===== src/rtl/wdg_pkg.sv =====
package wdg_pkg;
  localparam int unsigned ADDR_W = 2;
  localparam int unsigned DATA_W = 3;
  localparam logic [ADDR_W-1:0] ADDR_CLEAR = 2'd0;
  localparam logic [ADDR_W-1:0] ADDR_CFG   = 2'd1;

  typedef enum logic [1:0] {
    SM_NORMAL  = 2'd0,
    SM_STANDBY = 2'd1,
    SM_STOP    = 2'd2,
    SM_SLEEP   = 2'd3
  } sys_mode_e;

  typedef struct packed {
    logic       timeout;
    logic [1:0] per_sel;
  } wdg_cfg_t;

  localparam wdg_cfg_t CFG_RESET = '{timeout: 1'b0, per_sel: 2'd0};
endpackage


===== src/rtl/wdg_rst_sync.sv =====
module wdg_rst_sync #(
  parameter int unsigned STAGES = 2
) (
  input  logic clk,
  input  logic rst_n,
  output logic rst_sync_n
);
  logic [STAGES-1:0] sync_q;

  always_ff @(posedge clk or negedge rst_n) begin
    if (!rst_n) sync_q <= '0;
    else        sync_q <= {sync_q[STAGES-2:0], 1'b1};
  end

  assign rst_sync_n = sync_q[STAGES-1];
endmodule


===== src/rtl/wdg_window_timer.sv =====
module wdg_window_timer
  import wdg_pkg::*;
#(
  parameter int unsigned P0 = 10,
  parameter int unsigned P1 = 45,
  parameter int unsigned P2 = 100,
  parameter int unsigned P3 = 350
) (
  input  logic     clk,
  input  logic     rst_n,
  input  logic     tick_i,
  input  logic     active_i,
  input  logic     clr_hit_i,
  input  logic     cfg_hit_i,
  input  wdg_cfg_t cfg_data_i,
  output logic     clear_ok_o,
  output logic     fault_evt_o
);
  localparam int unsigned MAX01 = (P0 > P1) ? P0 : P1;
  localparam int unsigned MAX23 = (P2 > P3) ? P2 : P3;
  localparam int unsigned MAXP  = (MAX01 > MAX23) ? MAX01 : MAX23;
  localparam int unsigned PER_W = $clog2(MAXP + 1);

  function automatic logic [PER_W-1:0] period_of(input logic [1:0] sel);
    case (sel)
      2'd0:    return PER_W'(P0);
      2'd1:    return PER_W'(P1);
      2'd2:    return PER_W'(P2);
      default: return PER_W'(P3);
    endcase
  endfunction

  logic [PER_W-1:0] cnt_q, cnt_d;
  wdg_cfg_t         pend_q, pend_d, act_q, act_d;
  logic [PER_W-1:0] per, half;
  logic             in_closed, early, expire, restart;

  assign per       = period_of(act_q.per_sel);
  assign half      = per >> 1;
  assign in_closed = !act_q.timeout && (cnt_q < half);
  assign early     = active_i && clr_hit_i && in_closed;
  assign clear_ok_o  = active_i && clr_hit_i && !in_closed;
  assign expire    = active_i && tick_i && (cnt_q == per - 1'b1);
  assign fault_evt_o = early || (expire && !clear_ok_o);
  assign restart   = !active_i || clear_ok_o || fault_evt_o;

  always_comb begin
    pend_d = cfg_hit_i ? cfg_data_i : pend_q;
    cnt_d  = cnt_q;
    act_d  = act_q;
    if (restart) begin
      cnt_d = '0;
      act_d = pend_d;
    end else if (tick_i) begin
      cnt_d = cnt_q + 1'b1;
    end
  end

  always_ff @(posedge clk or negedge rst_n) begin
    if (!rst_n) begin
      cnt_q  <= '0;
      pend_q <= CFG_RESET;
      act_q  <= CFG_RESET;
    end else begin
      cnt_q  <= cnt_d;
      pend_q <= pend_d;
      act_q  <= act_d;
    end
  end

  p_cnt_range_r6: assert property (@(posedge clk) disable iff (!rst_n)
    cnt_q < period_of(act_q.per_sel));
  p_idle_hold_r11: assert property (@(posedge clk) disable iff (!rst_n)
    !active_i |=> (cnt_q == '0));
  p_timeout_no_early_r5: assert property (@(posedge clk) disable iff (!rst_n)
    (active_i && clr_hit_i && act_q.timeout) |-> !fault_evt_o);
endmodule


===== src/rtl/wdg_fault_ctrl.sv =====
module wdg_fault_ctrl #(
  parameter int unsigned RST_DUR = 3
) (
  input  logic clk,
  input  logic rst_n,
  input  logic tick_i,
  input  logic safe_i,
  input  logic fault_evt_i,
  input  logic clear_ok_i,
  output logic fault_lat_o,
  output logic pulse_busy_o
);
  localparam int unsigned PW = $clog2(RST_DUR + 1);

  logic          lat_q, lat_d, busy_q, busy_d;
  logic [PW-1:0] pcnt_q, pcnt_d;

  always_comb begin
    lat_d  = lat_q;
    busy_d = busy_q;
    pcnt_d = pcnt_q;
    if (fault_evt_i)     lat_d = 1'b1;
    else if (clear_ok_i) lat_d = 1'b0;
    if (busy_q) begin
      if (tick_i) begin
        if (pcnt_q == PW'(RST_DUR - 1)) begin
          busy_d = 1'b0;
          pcnt_d = '0;
        end else begin
          pcnt_d = pcnt_q + 1'b1;
        end
      end
    end else if (fault_evt_i && !safe_i) begin
      busy_d = 1'b1;
      pcnt_d = '0;
    end
  end

  always_ff @(posedge clk or negedge rst_n) begin
    if (!rst_n) begin
      lat_q  <= 1'b0;
      busy_q <= 1'b0;
      pcnt_q <= '0;
    end else begin
      lat_q  <= lat_d;
      busy_q <= busy_d;
      pcnt_q <= pcnt_d;
    end
  end

  assign fault_lat_o  = lat_q;
  assign pulse_busy_o = busy_q;

  p_latch_on_fault_r8: assert property (@(posedge clk) disable iff (!rst_n)
    fault_evt_i |=> lat_q);
  p_safe_no_pulse_r9: assert property (@(posedge clk) disable iff (!rst_n)
    (!busy_q && safe_i) |=> !busy_q);
  p_pulse_bounded_r8: assert property (@(posedge clk) disable iff (!rst_n)
    busy_q |-> (pcnt_q < PW'(RST_DUR)));
endmodule


===== src/rtl/wdg_supervisor.sv =====
module wdg_supervisor
  import wdg_pkg::*;
#(
  parameter int unsigned P0      = 10,
  parameter int unsigned P1      = 45,
  parameter int unsigned P2      = 100,
  parameter int unsigned P3      = 350,
  parameter int unsigned RST_DUR = 3
) (
  input  logic              clk,
  input  logic              rst_n,
  input  logic              tick_i,
  input  logic [1:0]        sys_mode_i,
  input  logic              rst_mode_i,
  input  logic              supply_ok_i,
  input  logic              wr_en_i,
  input  logic [ADDR_W-1:0] wr_addr_i,
  input  logic [DATA_W-1:0] wr_data_i,
  output logic              rst_n_o,
  output logic              wdf_n_o
);
  logic     rst_sync_n, mode_run, active, clr_hit, cfg_hit;
  logic     clear_ok, fault_evt, fault_lat, pulse_busy;
  wdg_cfg_t cfg_data;

  wdg_rst_sync #(.STAGES(2)) u_rst_sync (
    .clk(clk), .rst_n(rst_n), .rst_sync_n(rst_sync_n)
  );

  assign mode_run = (sys_mode_i == SM_NORMAL) || (sys_mode_i == SM_STANDBY);
  assign active   = mode_run && supply_ok_i && !pulse_busy;
  assign clr_hit  = wr_en_i && (wr_addr_i == ADDR_CLEAR);
  assign cfg_hit  = wr_en_i && (wr_addr_i == ADDR_CFG);
  assign cfg_data = wdg_cfg_t'(wr_data_i);

  wdg_window_timer #(.P0(P0), .P1(P1), .P2(P2), .P3(P3)) u_timer (
    .clk(clk), .rst_n(rst_sync_n), .tick_i(tick_i), .active_i(active),
    .clr_hit_i(clr_hit), .cfg_hit_i(cfg_hit), .cfg_data_i(cfg_data),
    .clear_ok_o(clear_ok), .fault_evt_o(fault_evt)
  );

  wdg_fault_ctrl #(.RST_DUR(RST_DUR)) u_fault (
    .clk(clk), .rst_n(rst_sync_n), .tick_i(tick_i), .safe_i(rst_mode_i),
    .fault_evt_i(fault_evt), .clear_ok_i(clear_ok),
    .fault_lat_o(fault_lat), .pulse_busy_o(pulse_busy)
  );

  assign rst_n_o = rst_sync_n && supply_ok_i && !pulse_busy;
  assign wdf_n_o = rst_sync_n && !fault_lat;

  p_supply_rst_r10: assert property (@(posedge clk) disable iff (!rst_sync_n)
    !supply_ok_i |-> !rst_n_o);
  p_wdf_release_r12: assert property (@(posedge clk) disable iff (!rst_sync_n)
    ($rose(wdf_n_o) && $past(rst_sync_n)) |-> $past(clear_ok));
  p_safe_rst_high_r9: assert property (@(posedge clk) disable iff (!rst_sync_n)
    (rst_mode_i && $past(rst_mode_i) && supply_ok_i && !pulse_busy) |=>
      (!supply_ok_i || rst_n_o));
endmodule


===== config.mk =====
export PLATFORM = sky130hd
export DESIGN_NAME = wdg_supervisor
export DESIGN_NICKNAME = d
export VERILOG_FILES = /design/src/rtl/wdg_pkg.sv /design/src/rtl/wdg_rst_sync.sv /design/src/rtl/wdg_window_timer.sv /design/src/rtl/wdg_fault_ctrl.sv /design/src/rtl/wdg_supervisor.sv
export SDC_FILE = /design/constraint.sdc
export NUM_CORES = 1
export LEC_CHECK = 0
export ABC_AREA = 1
export BUFFER_PORTS_ARGS = -buffer_cell sky130_fd_sc_hd__buf_4
export CAP_MARGIN = 20
export CORE_MARGIN = 4
export CORE_UTILIZATION = 40
export DETAILED_ROUTE_END_ITERATION = 8
export PLACE_DENSITY = 0.64
export SETUP_SLACK_MARGIN = 0.5
export SLEW_MARGIN = 5
export SYNTH_ARGS = -nofsm -noshare
export SYNTH_HDL_FRONTEND = slang
export SYNTH_SLANG_ARGS = --single-unit

===== constraint.sdc =====
create_clock -name clk -period 3.15 [get_ports clk]
set_clock_uncertainty 0.1 [all_clocks]
set_input_delay 0.63 -clock clk [delete_from_list [all_inputs] [get_ports clk]]
set_output_delay 0.63 -clock clk [all_outputs]
set_load 0.02 [all_outputs]

# After elaboration in Yosys (flattened, before gate mapping)

Index checks and enable logic that the tools add are counted.

Flip-flop bits (word level): 21
Bits of input ports: 13
Output and inout port bits: 2
Word-level logic and storage cells: 67

Add/subtract/negate cells: 3
Order comparisons: 1
Eq/ne operators: 7
Mux-type cells: 14
Reduce and logical (&&, ||, !) cells: 33

Operators with widths:

| cell                | count |
|---|---|
| $pmux 9 s3          | 1 |
| $mux 9              | 2 |
| $logic_and 1x1->1   | 15 |
| $add 9x1->9 const B | 1 |
| $eq 9x9->1          | 1 |
| $lt 9x8->1          | 1 |
| $sub 9x1->9 const B | 1 |
| $mux 2              | 4 |
| $logic_not 1->1     | 7 |
| $eq 2x1->1 const B  | 3 |
| $logic_not 2->1     | 3 |
| $mux 1              | 6 |
| $reduce_bool 2->1   | 3 |
| $eq 2x2->1 const B  | 2 |
| $logic_or 1x1->1    | 4 |
| $mux 3              | 1 |
| $add 2x1->2 const B | 1 |
| $ne 2x2->1 const B  | 1 |
| $reduce_and 2->1    | 1 |

# Depth between registers and ports, before layout

Depth in word-level cells: 12
Gate-level depth with buffers: 14
Depth with buffers taken out: 14

# By module

A second synthesis with hierarchy kept.

Cell total of the unflattened synthesis: 189
Area total of the unflattened synthesis: 1,445.1 um2

By module, submodules not included:

| module           | instances | cells each | area an instance (um2) | seq. area each (um2) |
|---|---|---|---|---|
| wdg_window_timer | 1         | 153        | 1,166.1                | 375.4 |
| wdg_fault_ctrl   | 1         | 22         | 183.9                  | 100.1 |
| wdg_rst_sync     | 1         | 3          | 53.8                   | 50.0 |
| wdg_supervisor   | 1         | 11         | 41.3                   | 0.0 |

# Least setup slack after synthesis

OpenSTA, ideal clock, no wires.

Path type: register to output
Start: reg u_rst_sync.sync_q[1]
End: out rst_n_o
Data arrival time: 1.314 ns
Path slack: 1.106 ns
Cell stages (with the launch flop): 3
Path buffers: 0
Cells stage by stage: dfrtp_1 > inv_1 > nor3_1

Cells in the longest elaborated chain, start to end: 2

RTL lines:

| element                         | line                 | text |
|---|---|---|
| from (decl)                     | wdg_rst_sync.sv:8    | `logic [STAGES-1:0] sync_q;` |
| from (signal assigned)          | wdg_rst_sync.sv:12   | `else sync_q <= {sync_q[STAGES-2:0], 1'b1};` |
| $logic_and 1x1->1 (2 in series) | wdg_supervisor.sv:48 | `assign rst_n_o = rst_sync_n && supply_ok_i && !pulse_busy;` |
| to (decl)                       | wdg_supervisor.sv:19 | `output logic rst_n_o,` |

Every way passes these cells.

# Worst setup path in the final report

Start: reg u_timer.act_q[0] (netlist bit)
End: reg u_fault.pcnt_q[0]

Cells in the longest elaborated chain, start to end: 12
Elaborated cells between the ends (all ways): 18
Those cells by class: add/sub: 1; order compare: 1; eq/ne: 3; mux: 1; reduce/logical: 12

RTL lines:

| element                                             | line                   | text |
|---|---|---|
| from (decl)                                         | wdg_window_timer.sv:34 | `wdg_cfg_t pend_q, pend_d, act_q, act_d;` |
| from (signal assigned)                              | wdg_window_timer.sv:67 | `act_q <= act_d;` |
| $eq 2x2->1, or another cell as far along            | wdg_window_timer.sv:25 | `case (sel)` |
| $pmux 9 s3 (*)                                      | wdg_window_timer.sv:25 |  |
| branches (longest 6 deep; another with $sub 9x1->9) | --                     |  |
| $logic_or 1x1->1 (*)                                | wdg_window_timer.sv:44 | `assign fault_evt_o = early \|\| (expire && !clear_ok_o);` |
| $logic_and 1x1->1 (*)                               | wdg_fault_ctrl.sv:33   | `end else if (fault_evt_i && !safe_i) begin` |
| $reduce_bool 2->1 (no line) (*)                     | --                     |  |
| $reduce_and 2->1 (no line) (*)                      | --                     |  |
| to (signal assigned)                                | wdg_fault_ctrl.sv:47   | `pcnt_q <= pcnt_d;` |
| to (decl)                                           | wdg_fault_ctrl.sv:16   | `logic [PW-1:0] pcnt_q, pcnt_d;` |

Mark *: on every way between the ends.
A chain may end at the register's enable or synchronous reset.

==> reports/qor.csv <==
stage,metric,value,unit
status,status,finished clean,
global_route,initial antenna violation count,0,
sta,Final setup viols,0,
worst_setup_path,WP depth,11,
drt,Routed Antenna Nets,0,
drt,drt total wl,2660,um
finish,Post-Layout Cell Count,244,
cts,H-tree depth,1,
cts,Post-CTS Setup Bufs,0,
synthesis,post-synthesis compound-gate area fraction,4.94,%
worst_setup_path,"setup slack, reg-to-reg",1.01,ns
synthesis,post-synth cell types,25,
die,Die Wd,67.0,um
global_route,GRT Util Overall,13.9,%
worst_setup_path,Worst Path Required,3.27,ns
placed_design,Final GP Congestion,0.894,
worst_setup_path,crit path max fanout,6,
worst_setup_path,CP startpoint kind,register,
synthesis,Post-Synth Simple-Gate Area,35.0,%
synthesis,"Avg Cell Area, Syn",7.65,um^2
die,DIE AREA,4490,um^2
cts,Max clock buf depth,2,
cts,worst skew pair latency,0.31,ns
finish,Filler cells,346,
power,Max IR drop VDD,236,uV
power,internal power,0.000448,W
synthesis,Seq cells post-synth,21,
synthesis,post-synthesis xor/xnor area fraction,1.26,%
placed_design,I/O Buffers,13,
drt,drt drc,0,
hold_path,Hold Path Class,register to async pin,
power,pwr dens,451,nW/um^2
worst_setup_path,Crit. Startpoint,u_timer.act_q[0]$_DFFE_PN0P_,
finish,register area,526,um^2
die,die extent in y,67.0,um
worst_setup_path,Setup CP Type,register to register,
drt,routed length per instance,10.9,um
synthesis,Gate Count Post-Synth,182,
placed_design,post-DP HPWL,2130,um
finish,share of layout cells above drive strength 1,15.2,%
synthesis,Synth Warn #,0,
worst_setup_path,Worst Setup EP,u_fault.pcnt_q[0]$_DFFE_PN0P_,
worst_setup_path,reg2reg start,u_timer.act_q[0]$_DFFE_PN0P_,
cts,total CTS buffers,3,
global_route,first-pass GRT wire length,4730,um
die,Starting Density,41.7,%
worst_setup_path,CP bufs+invs,2,
worst_setup_path,CP endpoint kind,register,
die,IO Count,15,
worst_setup_path,worst path cell trace,inv_1 -> ha_1 -> inv_1 -> ha_1 -> a21o_1 -> nor2_1 -> nand3_1 -> nand2_1 -> nand3_1 -> nand3_1 -> nand2_1,
sta,Tmin final,2.14,ns
drt,1st-iter DRT viols,52,
sta,unrepaired setup endpoints after global routing,no,
finish,# diodes,0,
finish,fin util,46.7,%
global_route,gr ovfl total,0,
drt,via count,1127,
power,Logic pwr share,31.7,%
sta,fin crit share,67.9,%
power,sequential share of power,49.2,%
synthesis,register area share after synthesis,37.7,%
placed_design,placed cell count,239,
synthesis,largest family of logic cells by synthesized area,simple AND/OR/NAND/NOR gates,
synthesis,synthesized cell area,1390,um^2
worst_setup_path,RR Endpoint,u_fault.pcnt_q[0]$_DFFE_PN0P_,
power,Clock power frac,19.1,%
cts,Root Buffer,clkbuf_4,
drt,post-detailed-route via-to-cell ratio,4.62,
synthesis,post-synthesis adder-cell area fraction,11.7,%
drt,drt first pass iters,4,
finish,Final Cell Area,1560,um^2
cts,clk slew on worst S/H paths,0.13,ns
finish,"commonest non-fill, non-tap cell in the layout",nand2_1,
worst_setup_path,"delay-heaviest family, CP",adder cells,
synthesis,Synthesized Nets,208,
power,Sw Pwr,0.000255,W
placed_design,Post-DP Area,1520,um^2
finish,nets,225,
sta,setup TNS,0,ns
die,row count,21,
worst_setup_path,most frequent CP cell,nand3_1,
cts,CTS Sinks,21,
synthesis,post-synthesis mux area share,0,%
power,Leakage,0.791,nW
sta,Final Max Tran Viols,0,
cts,CTS tree,built,
finish,area of the multi-input gates,739,um^2
worst_setup_path,"Slowest-stage cell, CP",dfrtp_1,
worst_setup_path,"slowest stage delay, CP",0.42,ns
finish,Area Growth Syn to Fin,11.9,%
global_route,vias in the first global route,1063,
sta,final hold vios,0,
power,sw frac,36.3,%
die,CORE AREA,3340,um^2
finish,most frequent cells in the layout,"nand2_1, nor2_1, inv_1",
run,# Max-Cap Violations,0,
worst_setup_path,Critical Path AT,2.26,ns
worst_setup_path,number of cells on the worst reg-to-reg path,11,
sta,max frequency,467,MHz
global_route,largest net degree at the start of global routing,20,
sta,Fin Hold WS,0.157,ns
-- power by group through the flow --
stage | clock network (W) | registers [W] | logic (W)
after detailed placement | 0 | 0.000351 | 0.000224
final | 0.000134 | 0.000346 | 0.000223
after global placement | 0 | 0.000350 | 0.000222
after global routing | 0.000157 | 0.000352 | 0.000264
after CTS | 0.000142 | 0.000345 | 0.000226
after floorplan | 0 | 0.000339 | 0.000188
-- flip-flops by register name (all words and copies together) (netlist names) --
register	flops
u_timer.cnt_q	9
u_timer.act_q	3
u_timer.pend_q	3
u_fault.pcnt_q	2
u_rst_sync.sync_q	2
u_fault.fault_lat_o	1
u_fault.pulse_busy_o	1
-- stage by stage --
stage               total power, W  worst slack (ns)
finish                    0.000703              1.01
global route              0.000774             0.800
CTS                       0.000713             0.992
detailed placement        0.000576              1.01
global placement          0.000572              1.03
floorplan                 0.000527              1.11
-- layer usage --
metal	vias to the layer above	routed length, um	track usage (%)
li1	601	-	-
met1	499	1290	19.1
met2	20	1180	21.2
met3	7	116	1.52
met4	0	68	7.09
met5	-	0	0
-- worst register-to-register path, cell delays in order (launching register included) --
cell and delay, ns:
dfrtp_1 0.42, inv_1 0.14, ha_1 0.37, inv_1 0.06, ha_1 0.28, a21o_1 0.16
nor2_1 0.10, nand3_1 0.08, nand2_1 0.13, nand3_1 0.09, nand3_1 0.07, nand2_1 0.05
-- kinds of logic (layout without fill, tap and decap cells) --
kind of cell	Yosys count	in the layout
other	1	1
AO/OA/AOI/OAI	12	12
XOR/XNOR	2	2
AND/OR/NAND/NOR	105	105
flip-flops	21	21
buffers and inverters	28	44
adder cells (fa/ha/maj)	13	13
-- Yosys cell counts --
| cell type | number | area [um^2] |
|---|---|---|
| nand2_1 | 47 | 176 |
| nor2_1 | 29 | 109 |
| inv_1 | 23 | 86.3 |
| dfrtp_1 | 21 | 526 |
| ha_1 | 13 | 163 |
| nand3_1 | 11 | 55.1 |
| o21ai_0 | 5 | 25.0 |
| a21oi_1 | 4 | 20.0 |
| nor3_1 | 4 | 20.0 |
| buf_6 | 3 | 33.8 |
| nand3_2 | 3 | 30.0 |
| inv_2 | 2 | 7.51 |
| nand4_1 | 2 | 12.5 |
| nor2_2 | 2 | 12.5 |
| nor3_2 | 2 | 20.0 |
| nor3b_1 | 2 | 15.0 |
| a21o_1 | 1 | 7.51 |
| conb_1 | 1 | 3.75 |
| nand3b_1 | 1 | 7.51 |
| nor3_4 | 1 | 16.3 |
| nor3b_2 | 1 | 12.5 |
| o21ai_2 | 1 | 8.76 |
| o31ai_1 | 1 | 7.51 |
| xnor2_1 | 1 | 8.76 |
| xor2_1 | 1 | 8.76 |
-- worst min path at each step --
stage | to | start | cells past startpoint | slack [ns]
2_1_floorplan | u_fault.fault_lat_o$_DFFE_PN0P_ | u_rst_sync.sync_q[1]$_DFF_PN0_ | 0 | 0.15
3_3_place_gp | u_timer.cnt_q[4]$_DFFE_PN0P_ | u_rst_sync.sync_q[1]$_DFF_PN0_ | 1 | 0.18
3_5_place_dp | u_timer.cnt_q[5]$_DFFE_PN0P_ | u_rst_sync.sync_q[1]$_DFF_PN0_ | 1 | 0.17
4_1_cts | u_timer.cnt_q[5]$_DFFE_PN0P_ | u_rst_sync.sync_q[1]$_DFF_PN0_ | 1 | 0.18
5_1_grt | u_timer.cnt_q[5]$_DFFE_PN0P_ | u_rst_sync.sync_q[1]$_DFF_PN0_ | 1 | 0.20
6_report | u_timer.act_q[1]$_DFFE_PN0P_ | u_rst_sync.sync_q[1]$_DFF_PN0_ | 1 | 0.16
-- what timing repair did --
action                                 4_1_cts  5_1_grt
gates resized for setup                      0        0
endpoints found under the hold margin        2        0
hold buffers                                 1        0
-- layout make-up --
type / instances / area share (%)
inverters: 25 / 6.02
well taps: 46 / 3.69
clock buffers: 3 / 1.44
flip-flops and latches: 21 / 33.7
multi-input cells: 133 / 47.4
clock inverters: 1 / 0.321
repair buffers: 15 / 7.38
Note: power is estimated with default switching activity, not from simulation.
